===== config.mk =====
export PLATFORM = sky130hd
export DESIGN_NAME = txr_engine
export DESIGN_NICKNAME = d
export VERILOG_FILES = /design/src/rtl/txr_pkg.sv /design/src/rtl/txr_ctrl.sv /design/src/rtl/txr_dpath.sv /design/src/rtl/txr_engine.sv
export SDC_FILE = /design/constraint.sdc
export NUM_CORES = 1
export LEC_CHECK = 0
export BUFFER_PORTS_ARGS = -buffer_cell sky130_fd_sc_hd__buf_2
export CAP_MARGIN = 0
export CORE_UTILIZATION = 35
export DETAILED_ROUTE_END_ITERATION = 16
export PLACE_DENSITY = 0.6
export SYNTH_ARGS = -nofsm -noshare
export SYNTH_HDL_FRONTEND = slang
export SYNTH_SLANG_ARGS = --single-unit

===== constraint.sdc =====
create_clock -name clk -period 1.65 [get_ports clk]
set_clock_uncertainty 0.05 [all_clocks]
set_input_delay 0.0825 -clock clk [delete_from_list [all_inputs] [get_ports clk]]
set_output_delay 0.0825 -clock clk [all_outputs]
set_load 0.005 [all_outputs]

===== src/rtl/txr_pkg.sv =====
package txr_pkg;
  localparam int DESC_W     = 32;
  localparam int LEN_W      = 16;
  localparam int RES_W      = 16;
  localparam int SEL_W      = 2;
  localparam int OWNER_BIT  = 31;
  localparam int OPT_PAD    = 0;
  localparam int OPT_CRC    = 1;
  localparam int OPT_INT    = 2;
  localparam int CMD_TXON   = 8;
  localparam int ST_FRAME   = 16;
  localparam int ST_DONE    = 18;
  localparam int ST_NODESC  = 23;
  localparam logic [SEL_W-1:0] SEL_CMD    = 2'd0;
  localparam logic [SEL_W-1:0] SEL_LIST   = 2'd1;
  localparam logic [SEL_W-1:0] SEL_RESUME = 2'd2;
  localparam logic [SEL_W-1:0] SEL_STAT   = 2'd3;

  typedef enum logic [3:0] {
    S_IDLE, S_RD0, S_RD1, S_RD2, S_RD3, S_MAC, S_WRS, S_WRO, S_ADV
  } txrState_e;

  typedef struct packed {
    logic       ldOpt;
    logic       ldBuf;
    logic       ldLen;
    logic       ldNext;
    logic       ldRes;
    logic       advance;
    logic       markHalt;
    logic       frameEnd;
    logic [1:0] wordSel;
  } txrStrobe_t;
endpackage


===== src/rtl/txr_ctrl.sv =====
module txr_ctrl
  import txr_pkg::*;
(
  input  logic       clk,
  input  logic       rstN,
  input  logic       txOn,
  input  logic       halted,
  input  logic       ownerBit,
  input  logic       memGnt,
  input  logic       memRvalid,
  input  logic       macDone,
  output logic       memReq,
  output logic       memWe,
  output logic       macReq,
  output txrStrobe_t stb
);
  txrState_e state, nxt;
  logic waitData;

  always_comb begin
    stb    = '0;
    memReq = 1'b0;
    memWe  = 1'b0;
    macReq = 1'b0;
    nxt    = state;
    unique case (state)
      S_IDLE: if (txOn && !halted) nxt = S_RD0;
      S_RD0: begin
        stb.wordSel = 2'd0;
        memReq = !waitData;
        if (waitData && memRvalid) begin
          if (ownerBit) begin
            stb.ldOpt = 1'b1;
            nxt = S_RD1;
          end else begin
            stb.markHalt = 1'b1;
            nxt = S_IDLE;
          end
        end
      end
      S_RD1: begin
        stb.wordSel = 2'd1;
        memReq = !waitData;
        if (waitData && memRvalid) begin
          stb.ldBuf = 1'b1;
          nxt = S_RD2;
        end
      end
      S_RD2: begin
        stb.wordSel = 2'd2;
        memReq = !waitData;
        if (waitData && memRvalid) begin
          stb.ldLen = 1'b1;
          nxt = S_RD3;
        end
      end
      S_RD3: begin
        stb.wordSel = 2'd3;
        memReq = !waitData;
        if (waitData && memRvalid) begin
          stb.ldNext = 1'b1;
          nxt = S_MAC;
        end
      end
      S_MAC: begin
        macReq = 1'b1;
        if (macDone) begin
          stb.ldRes = 1'b1;
          nxt = S_WRS;
        end
      end
      S_WRS: begin
        stb.wordSel = 2'd2;
        memReq = 1'b1;
        memWe  = 1'b1;
        if (memGnt) nxt = S_WRO;
      end
      S_WRO: begin
        stb.wordSel = 2'd0;
        memReq = 1'b1;
        memWe  = 1'b1;
        if (memGnt) nxt = S_ADV;
      end
      S_ADV: begin
        stb.advance  = 1'b1;
        stb.frameEnd = 1'b1;
        nxt = S_IDLE;
      end
      default: nxt = S_IDLE;
    endcase
  end

  always_ff @(posedge clk) begin
    if (!rstN) begin
      state    <= S_IDLE;
      waitData <= 1'b0;
    end else begin
      state <= nxt;
      if (memReq && memGnt && !memWe) waitData <= 1'b1;
      else if (memRvalid) waitData <= 1'b0;
    end
  end
endmodule


===== src/rtl/txr_dpath.sv =====
module txr_dpath
  import txr_pkg::*;
#(
  parameter int AW = 32
) (
  input  logic              clk,
  input  logic              rstN,
  input  txrStrobe_t        stb,
  input  logic              regWe,
  input  logic [SEL_W-1:0]  regSel,
  input  logic [DESC_W-1:0] regWdata,
  output logic [DESC_W-1:0] regRdata,
  input  logic [DESC_W-1:0] memRdata,
  input  logic [RES_W-1:0]  macResult,
  output logic [AW-1:0]     memAddr,
  output logic [DESC_W-1:0] memWdata,
  output logic [DESC_W-1:0] macBufPtr,
  output logic [LEN_W-1:0]  macLen,
  output logic              macPad,
  output logic              macCrc,
  output logic              txIrq,
  output logic              txOn,
  output logic              halted,
  output logic [DESC_W-1:0] statVal
);
  localparam int PW = AW - 4;

  logic [PW-1:0]     curPtr, nextPtr;
  logic [DESC_W-1:0] optWord, bufPtr;
  logic [LEN_W-1:0]  lenWord;
  logic [RES_W-1:0]  resWord;
  logic              stFrame, stDone, stNoDesc;
  logic              wrCmd, wrList, wrResume, wrStat;
  logic              unusedBits;

  assign wrCmd    = regWe && (regSel == SEL_CMD);
  assign wrList   = regWe && (regSel == SEL_LIST);
  assign wrResume = regWe && (regSel == SEL_RESUME);
  assign wrStat   = regWe && (regSel == SEL_STAT);

  always_ff @(posedge clk) begin
    if (!rstN) begin
      txOn     <= 1'b0;
      curPtr   <= '0;
      nextPtr  <= '0;
      optWord  <= '0;
      bufPtr   <= '0;
      lenWord  <= '0;
      resWord  <= '0;
      halted   <= 1'b0;
      stFrame  <= 1'b0;
      stDone   <= 1'b0;
      stNoDesc <= 1'b0;
      txIrq    <= 1'b0;
    end else begin
      if (wrCmd) txOn <= regWdata[CMD_TXON];
      if (stb.advance) curPtr <= nextPtr;
      else if (wrList) curPtr <= regWdata[AW-1:4];
      if (stb.ldOpt)  optWord <= memRdata;
      if (stb.ldBuf)  bufPtr  <= memRdata;
      if (stb.ldLen)  lenWord <= memRdata[LEN_W-1:0];
      if (stb.ldNext) nextPtr <= memRdata[AW-1:4];
      if (stb.ldRes)  resWord <= macResult;
      if (wrResume) halted <= 1'b0;
      else if (stb.markHalt) halted <= 1'b1;
      // write-one-to-clear first, hardware set takes precedence
      if (wrStat && regWdata[ST_FRAME])  stFrame  <= 1'b0;
      if (wrStat && regWdata[ST_DONE])   stDone   <= 1'b0;
      if (wrStat && regWdata[ST_NODESC]) stNoDesc <= 1'b0;
      if (stb.frameEnd) stFrame <= 1'b1;
      if (stb.frameEnd && resWord[ST_DONE+1-LEN_W]) stDone <= 1'b1;
      if (stb.markHalt) stNoDesc <= 1'b1;
      txIrq <= stb.frameEnd && optWord[OPT_INT];
    end
  end

  always_comb begin
    statVal = '0;
    statVal[ST_FRAME]  = stFrame;
    statVal[ST_DONE]   = stDone;
    statVal[ST_NODESC] = stNoDesc;
  end

  always_comb begin
    regRdata = '0;
    unique case (regSel)
      SEL_CMD:  regRdata[CMD_TXON] = txOn;
      SEL_LIST: regRdata[AW-1:0] = {curPtr, 4'b0000};
      SEL_STAT: regRdata = statVal;
      default:  regRdata = '0;
    endcase
  end

  assign memAddr  = {curPtr, stb.wordSel, 2'b00};
  assign memWdata = (stb.wordSel == 2'd2) ? {resWord[RES_W-1:1], 1'b1, lenWord}
                                          : {1'b0, optWord[OWNER_BIT-1:0]};
  assign macBufPtr = bufPtr;
  assign macLen    = lenWord;
  assign macPad    = optWord[OPT_PAD];
  assign macCrc    = optWord[OPT_CRC];

  assign unusedBits = ^{resWord[0], optWord[OWNER_BIT], regWdata};
endmodule


===== src/rtl/txr_engine.sv =====
module txr_engine
  import txr_pkg::*;
#(
  parameter int AW = 32
) (
  input  logic              clk,
  input  logic              rstN,
  input  logic              regWe,
  input  logic [SEL_W-1:0]  regSel,
  input  logic [DESC_W-1:0] regWdata,
  output logic [DESC_W-1:0] regRdata,
  output logic              memReq,
  output logic              memWe,
  output logic [AW-1:0]     memAddr,
  output logic [DESC_W-1:0] memWdata,
  input  logic              memGnt,
  input  logic              memRvalid,
  input  logic [DESC_W-1:0] memRdata,
  output logic              macReq,
  output logic [DESC_W-1:0] macBufPtr,
  output logic [LEN_W-1:0]  macLen,
  output logic              macPad,
  output logic              macCrc,
  input  logic              macDone,
  input  logic [RES_W-1:0]  macResult,
  output logic              txIrq
);
  txrStrobe_t        stb;
  logic              txOn;
  logic              halted;
  logic [DESC_W-1:0] statVal;

  txr_ctrl uCtrl (
    .clk      (clk),
    .rstN     (rstN),
    .txOn     (txOn),
    .halted   (halted),
    .ownerBit (memRdata[OWNER_BIT]),
    .memGnt   (memGnt),
    .memRvalid(memRvalid),
    .macDone  (macDone),
    .memReq   (memReq),
    .memWe    (memWe),
    .macReq   (macReq),
    .stb      (stb)
  );

  txr_dpath #(.AW(AW)) uDpath (
    .clk      (clk),
    .rstN     (rstN),
    .stb      (stb),
    .regWe    (regWe),
    .regSel   (regSel),
    .regWdata (regWdata),
    .regRdata (regRdata),
    .memRdata (memRdata),
    .macResult(macResult),
    .memAddr  (memAddr),
    .memWdata (memWdata),
    .macBufPtr(macBufPtr),
    .macLen   (macLen),
    .macPad   (macPad),
    .macCrc   (macCrc),
    .txIrq    (txIrq),
    .txOn     (txOn),
    .halted   (halted),
    .statVal  (statVal)
  );
endmodule


# ---- After elaboration in Yosys (flattened, before gate mapping)
# Index checks and enable logic that the tools add are counted.
dict set report op_classes {
  n_eq_ne 20
  muxes 41
  bitwise 1
  n_reduce_logical 28
}
# operator n
set op_table {}
lappend op_table {{$mux W28} 2}
lappend op_table {{$pmux W23 S2} 1}
lappend op_table {{$mux W32} 1}
lappend op_table {{$mux W4} 8}
lappend op_table {{$pmux W4 S8} 1}
lappend op_table {{$mux W1} 23}
lappend op_table {{$eq A4 B3 Y1 const B} 4}
lappend op_table {{$logic_and A1 B1 Y1} 13}
lappend op_table {{$ne A2 B1 Y1 const B} 5}
lappend op_table {{$reduce_bool A2 Y1} 5}
lappend op_table {{$eq A4 B2 Y1 const B} 2}
lappend op_table {{$mux W8} 1}
lappend op_table {{$reduce_and A8 Y1} 1}
lappend op_table {{$eq A2 B2 Y1 const B} 3}
lappend op_table {{$ne A2 B2 Y1 const B} 3}
lappend op_table {{$pmux W2 S3} 1}
lappend op_table {{$reduce_or A2 Y1} 3}
lappend op_table {{$eq A4 B1 Y1 const B} 1}
lappend op_table {{$eq A4 B4 Y1 const B} 1}
lappend op_table {{$logic_not A4 Y1} 1}
lappend op_table {{$pmux W1 S2} 2}
lappend op_table {{$reduce_or A4 Y1} 1}
lappend op_table {{$logic_not A1 Y1} 3}
lappend op_table {{$eq A2 B1 Y1 const B} 1}
lappend op_table {{other kinds (3)} 3}
dict set report word_totals {
  reg_bits 162
  inputBits 88
}

# ---- Depth between registers and ports, before layout
dict set report depth {
  depth_word 6
  depth_mapped 7
  depth_no_buf 4
}

# ---- By module
# From an unflattened synthesis, not the netlist that was laid out.
dict set report unflattened {
  cells_unflattened 725
  hier_area_um2 7528.5
}
# mod n_inst cells_each area_per_inst_um2
set by_module_without_submodules {}
lappend by_module_without_submodules {txr_dpath 1 662 7050.5}
lappend by_module_without_submodules {txr_ctrl 1 63 478.0}

# ---- Worst setup path before layout
# OpenSTA, ideal clock, no wires.
dict set report synth_timing {
  kind {register to output}
  start {register uCtrl.state[1]}
  end {output memWdata[0]}
  t_arrival_ns 1.372
  t_required_ns 1.517
  path_slack_ns 0.146
  path_stages_with_launch 6
  path_cell_list {dfxtp_1 -> buf_4 -> inv_2 -> nor3_4 -> buf_4 -> mux2_2}
}
dict set report synth_via {
  elab_chain_cells 5
  elab_cells_between_ends 8
}
# element line
set synth_lines {}
lappend synth_lines {{start, declared} txr_ctrl.sv:17} ;# txrState_e state, nxt;
lappend synth_lines {{start signal, assigned} txr_ctrl.sv:98} ;# state <= nxt;
lappend synth_lines {{$eq A4 B2 Y1 / $eq A4 B3 Y1 (equally long branches)} txr_ctrl.sv:26} ;# unique case (state)
lappend synth_lines {{$reduce_or A2 Y1 (no source line)} n/a}
lappend synth_lines {{$pmux W2 S3 *} txr_ctrl.sv:26}
lappend synth_lines {{$eq A2 B2 Y1 *} txr_dpath.sv:95} ;# assign memWdata = (stb.wordSel == 2'd2) ? {resWord[RES_W-1:1], 1'b1, lenWord}
lappend synth_lines {{$mux W32 *} txr_dpath.sv:95}
lappend synth_lines {{end, declared} txr_engine.sv:15} ;# output logic [DESC_W-1:0] memWdata,
# Mark *: on every way between the ends. The rest lies on a longest branch, timed or not.

# ---- Worst setup path after layout
dict set report layout_timing {
  start {register uCtrl.state[0]}
  end {output memWdata[3]}
}
# The elaborated chain is that of the path after synthesis.

==> metrics <==
WP data required 1.52 ns; # clock sinks 161; Mapped Area 6928 µm²; Die Span Y 142.7 µm; CP startpoint kind flop; failing checks negative setup slack; R2R setup slack -0.19 ns; Mapped Cells 860; Hold Vio Cnt, Final 0; critical path cell sequence xnor2_2 -> nor3_4 -> buf_12 -> clkbuf_16 -> mux2_2 -> buf_2; RSZ-0062 raised after global routing yes; RR Startpoint uCtrl.state[0]; Synth top cells by count 265 x nand2_1, 161 x dfxtp_1, 108 x a21oi_1; Area contributors post-synth dfxtp_1 47%, nand2_1 14%, a21oi_1 7.8%, mux2_2 4.7%, a311oi_1 3.5%; final setup fails 94; post-placement cell count 1,312; count leader, synth nand2_1; reg2reg end uDpath.curPtr[10]; worst setup margin -0.3633 ns; R2R depth 9; Initial DRC Count 332; share of cells above drive strength 1 0.4179; Finished Cell Area 11,000 µm²; chip width 142.7 µm; cell taking the most area after synthesis dfxtp_1; row count 51; CP Launch Point uCtrl.state[0]; CP arrival 1.88 ns; number of fill cells 1,745; DR WL/cell 17.37 µm; EDFF count, synth 0; max-cap violations 0; sequential share of the synthesized area 0.4652; DIE AREA 20,360 µm²; GRT overflow 0; clock root cell clkbuf_16; Post-Route WL 25,230 µm; register clock-pin slew on the reported worst setup and hold paths 0.06 ns; CP max stage delay 0.35 ns; Crit-path slowest cell dfxtp_4; Initial Util 0.3560; placed cell area 8409 µm²; Non-Filler Instances 1,452; largest net degree at the start of global routing 58; Max-slew headroom 0.6494; vias per inst 4.903; Core Footprint 19,460 µm²; drt pass-1 iters 5; critical path class flop to primary output; outcome complete, but fails checks; Synth Area per Inst 8.056 µm²; type of the worst min-delay path input pin to flop; GR Util met2 0.3282; Crit Path Max Fanout 8; period utilization 1.220; detailed placer's ending HPWL 14,650 µm; gr busiest metal met2; min Tclk post-route 2.013 ns; vias 7,119; clock tree from TritonCTS done; IO Pins 238; routing usage on met3 0.04527; first-pass GRT wire length 34,140 µm; Worst Setup EP memWdata[3]; Detail Route Antenna Nets 0; Clock Path Buffers 2; Netlist cell types 50; critical path endpoint category primary output; initial antenna violation count 0; FFs w/ async S/R, synth 0; pre-CTS setup slack 0.05075 ns; vias in the first global route 6,288; top cell type's share of synthesized area 0.4652; # diodes 0; routability-driven placement congestion ratio 0.8447; port bufs 226; htree depth 4; Num CTS Buffers 17; Post-layout nets 1,262; Synthesis Warnings 0; gr usage total 0.2180; worst slew pin tran 0.5259 ns; Leak 4.496 nW; Final Max Slew Viols 0; prevailing post-synth register cell dfxtp_1; fmax 0.4967 GHz; clk_lat worst skew 0.42 ns; #FFs+latches synth 161; peak supply drop 0.6519 mV; met1 GRT Util 0.3091; Syn-to-layout area delta 58.75%; cell area power density 893.6 nW/µm²; drt drc 0
-- how the worst min path moves through the flow --
stage                  from  slack [ns]           endpoint  depth (start not counted)
2_1_floorplan          rstN        0.15    uDpath.stNoDesc                          1
3_3_place_gp   macResult[3]        0.29  uDpath.resWord[3]                          3
3_5_place_dp   macResult[6]        0.29  uDpath.resWord[6]                          3
4_1_cts           regSel[1]       0.009  uDpath.curPtr[14]                          4
5_1_grt           regSel[1]        0.04   uDpath.curPtr[3]                          4
6_report          regSel[1]        0.05   uDpath.curPtr[3]                          4
-- state kept, by name, summed over array words and instances (netlist names) --
register	flops
uCtrl.state	4
uCtrl.waitData	1
uDpath.curPtr	28
uDpath.halted	1
uDpath.macBufPtr	32
uDpath.macLen	16
uDpath.nextPtr	28
uDpath.optWord	31
uDpath.resWord	15
uDpath.stDone	1
uDpath.stFrame	1
uDpath.stNoDesc	1
uDpath.txIrq	1
uDpath.txOn	1
-- per-layer routing --
metal | wire length [µm] | share of wire
met1 | 11340 | 0.45
met2 | 12110 | 0.48
met3 | 1326 | 0.053
met4 | 457 | 0.018
met5 | 0 | 0
-- kinds of logic after synthesis --
logic type,Yosys count,synth area share
other,1,0.0005413
AO/OA/AOI/OAI,170,0.1551
flip-flops,161,0.4652
buffers and inverters,82,0.06249
multiplexers,35,0.05599
XOR/XNOR,3,0.003793
AND/OR/NAND/NOR,408,0.2568
-- per-stage QoR --
stage / TNS [ns] / power, W / hold WS (ns) / util
floorplan: 0 / 0.004829 / 0.1501 / -
global placement: 0 / 0.005323 / 0.2879 / 0.4321
detailed placement: 0 / 0.005330 / 0.2923 / 0.4321
CTS: -9.863 / 0.009528 / 0.009037 / 0.5075
global route: -23.59 / 0.01020 / 0.04442 / 0.5651
finish: -18.09 / 0.009827 / 0.04544 / 0.5651
-- area by class of cell --
type	count	area, µm²	area share
Sequential cell	161	3229	0.2936
Multi-Input combinational cell	622	3970	0.3610
Inverter	4	20.02	0.001820
Clock inverter	12	130.1	0.01183
Timing Repair Buffer	368	2860	0.2601
Tap cell	265	331.6	0.03015
Clock buffer	20	456.7	0.04152
-- timing repair --
item	CTS	global route
hold buffers	78	0
pin swaps	3	35
setup endpoints to repair	34	136
hold endpoints to repair	158	0
setup buffers	7	7
cloned	0	18
resized for setup	19	183
-- report_power, final --
| part | internal, W | switching [W] |
|---|---|---|
| clock network | 0.00231 | 0.00166 |
| registers | 0.00398 | 0.0000607 |
| logic | 0.000947 | 0.000870 |
| total | 0.00724 | 0.00259 |
-- critical path: cells and delay by family, from the launching register on --
kind / cells / cell delay, ns
and+or+nand+nor: 1 / 0.16
muxes: 1 / 0.34
xor gates and xnor gates: 1 / 0.15
DFF: 1 / 0.35
buffers and inverters: 3 / 0.46
-- cell usage in the layout, fill, tap and decap left out, drive strengths merged, types with 2 or more instances in the layout --
master       instances
clkinvlp             2
clkbuf              31
nand3b               3
conb                 6
nand3               46
o21ai                2
mux2i                5
mux2                30
a21oi              126
buf                279
nor3                 2
inv                  6
bufinv               2
dlygate4sd3         78
nor2                40
and2                27
nor2b                7
a311oi              28
nand2              267
and3                 4
xnor2                3
dfxtp              161
clkinv               6
nand2b               4
nor3b                2
and4bb               2
Note: power is estimated with default switching activity, not from simulation.
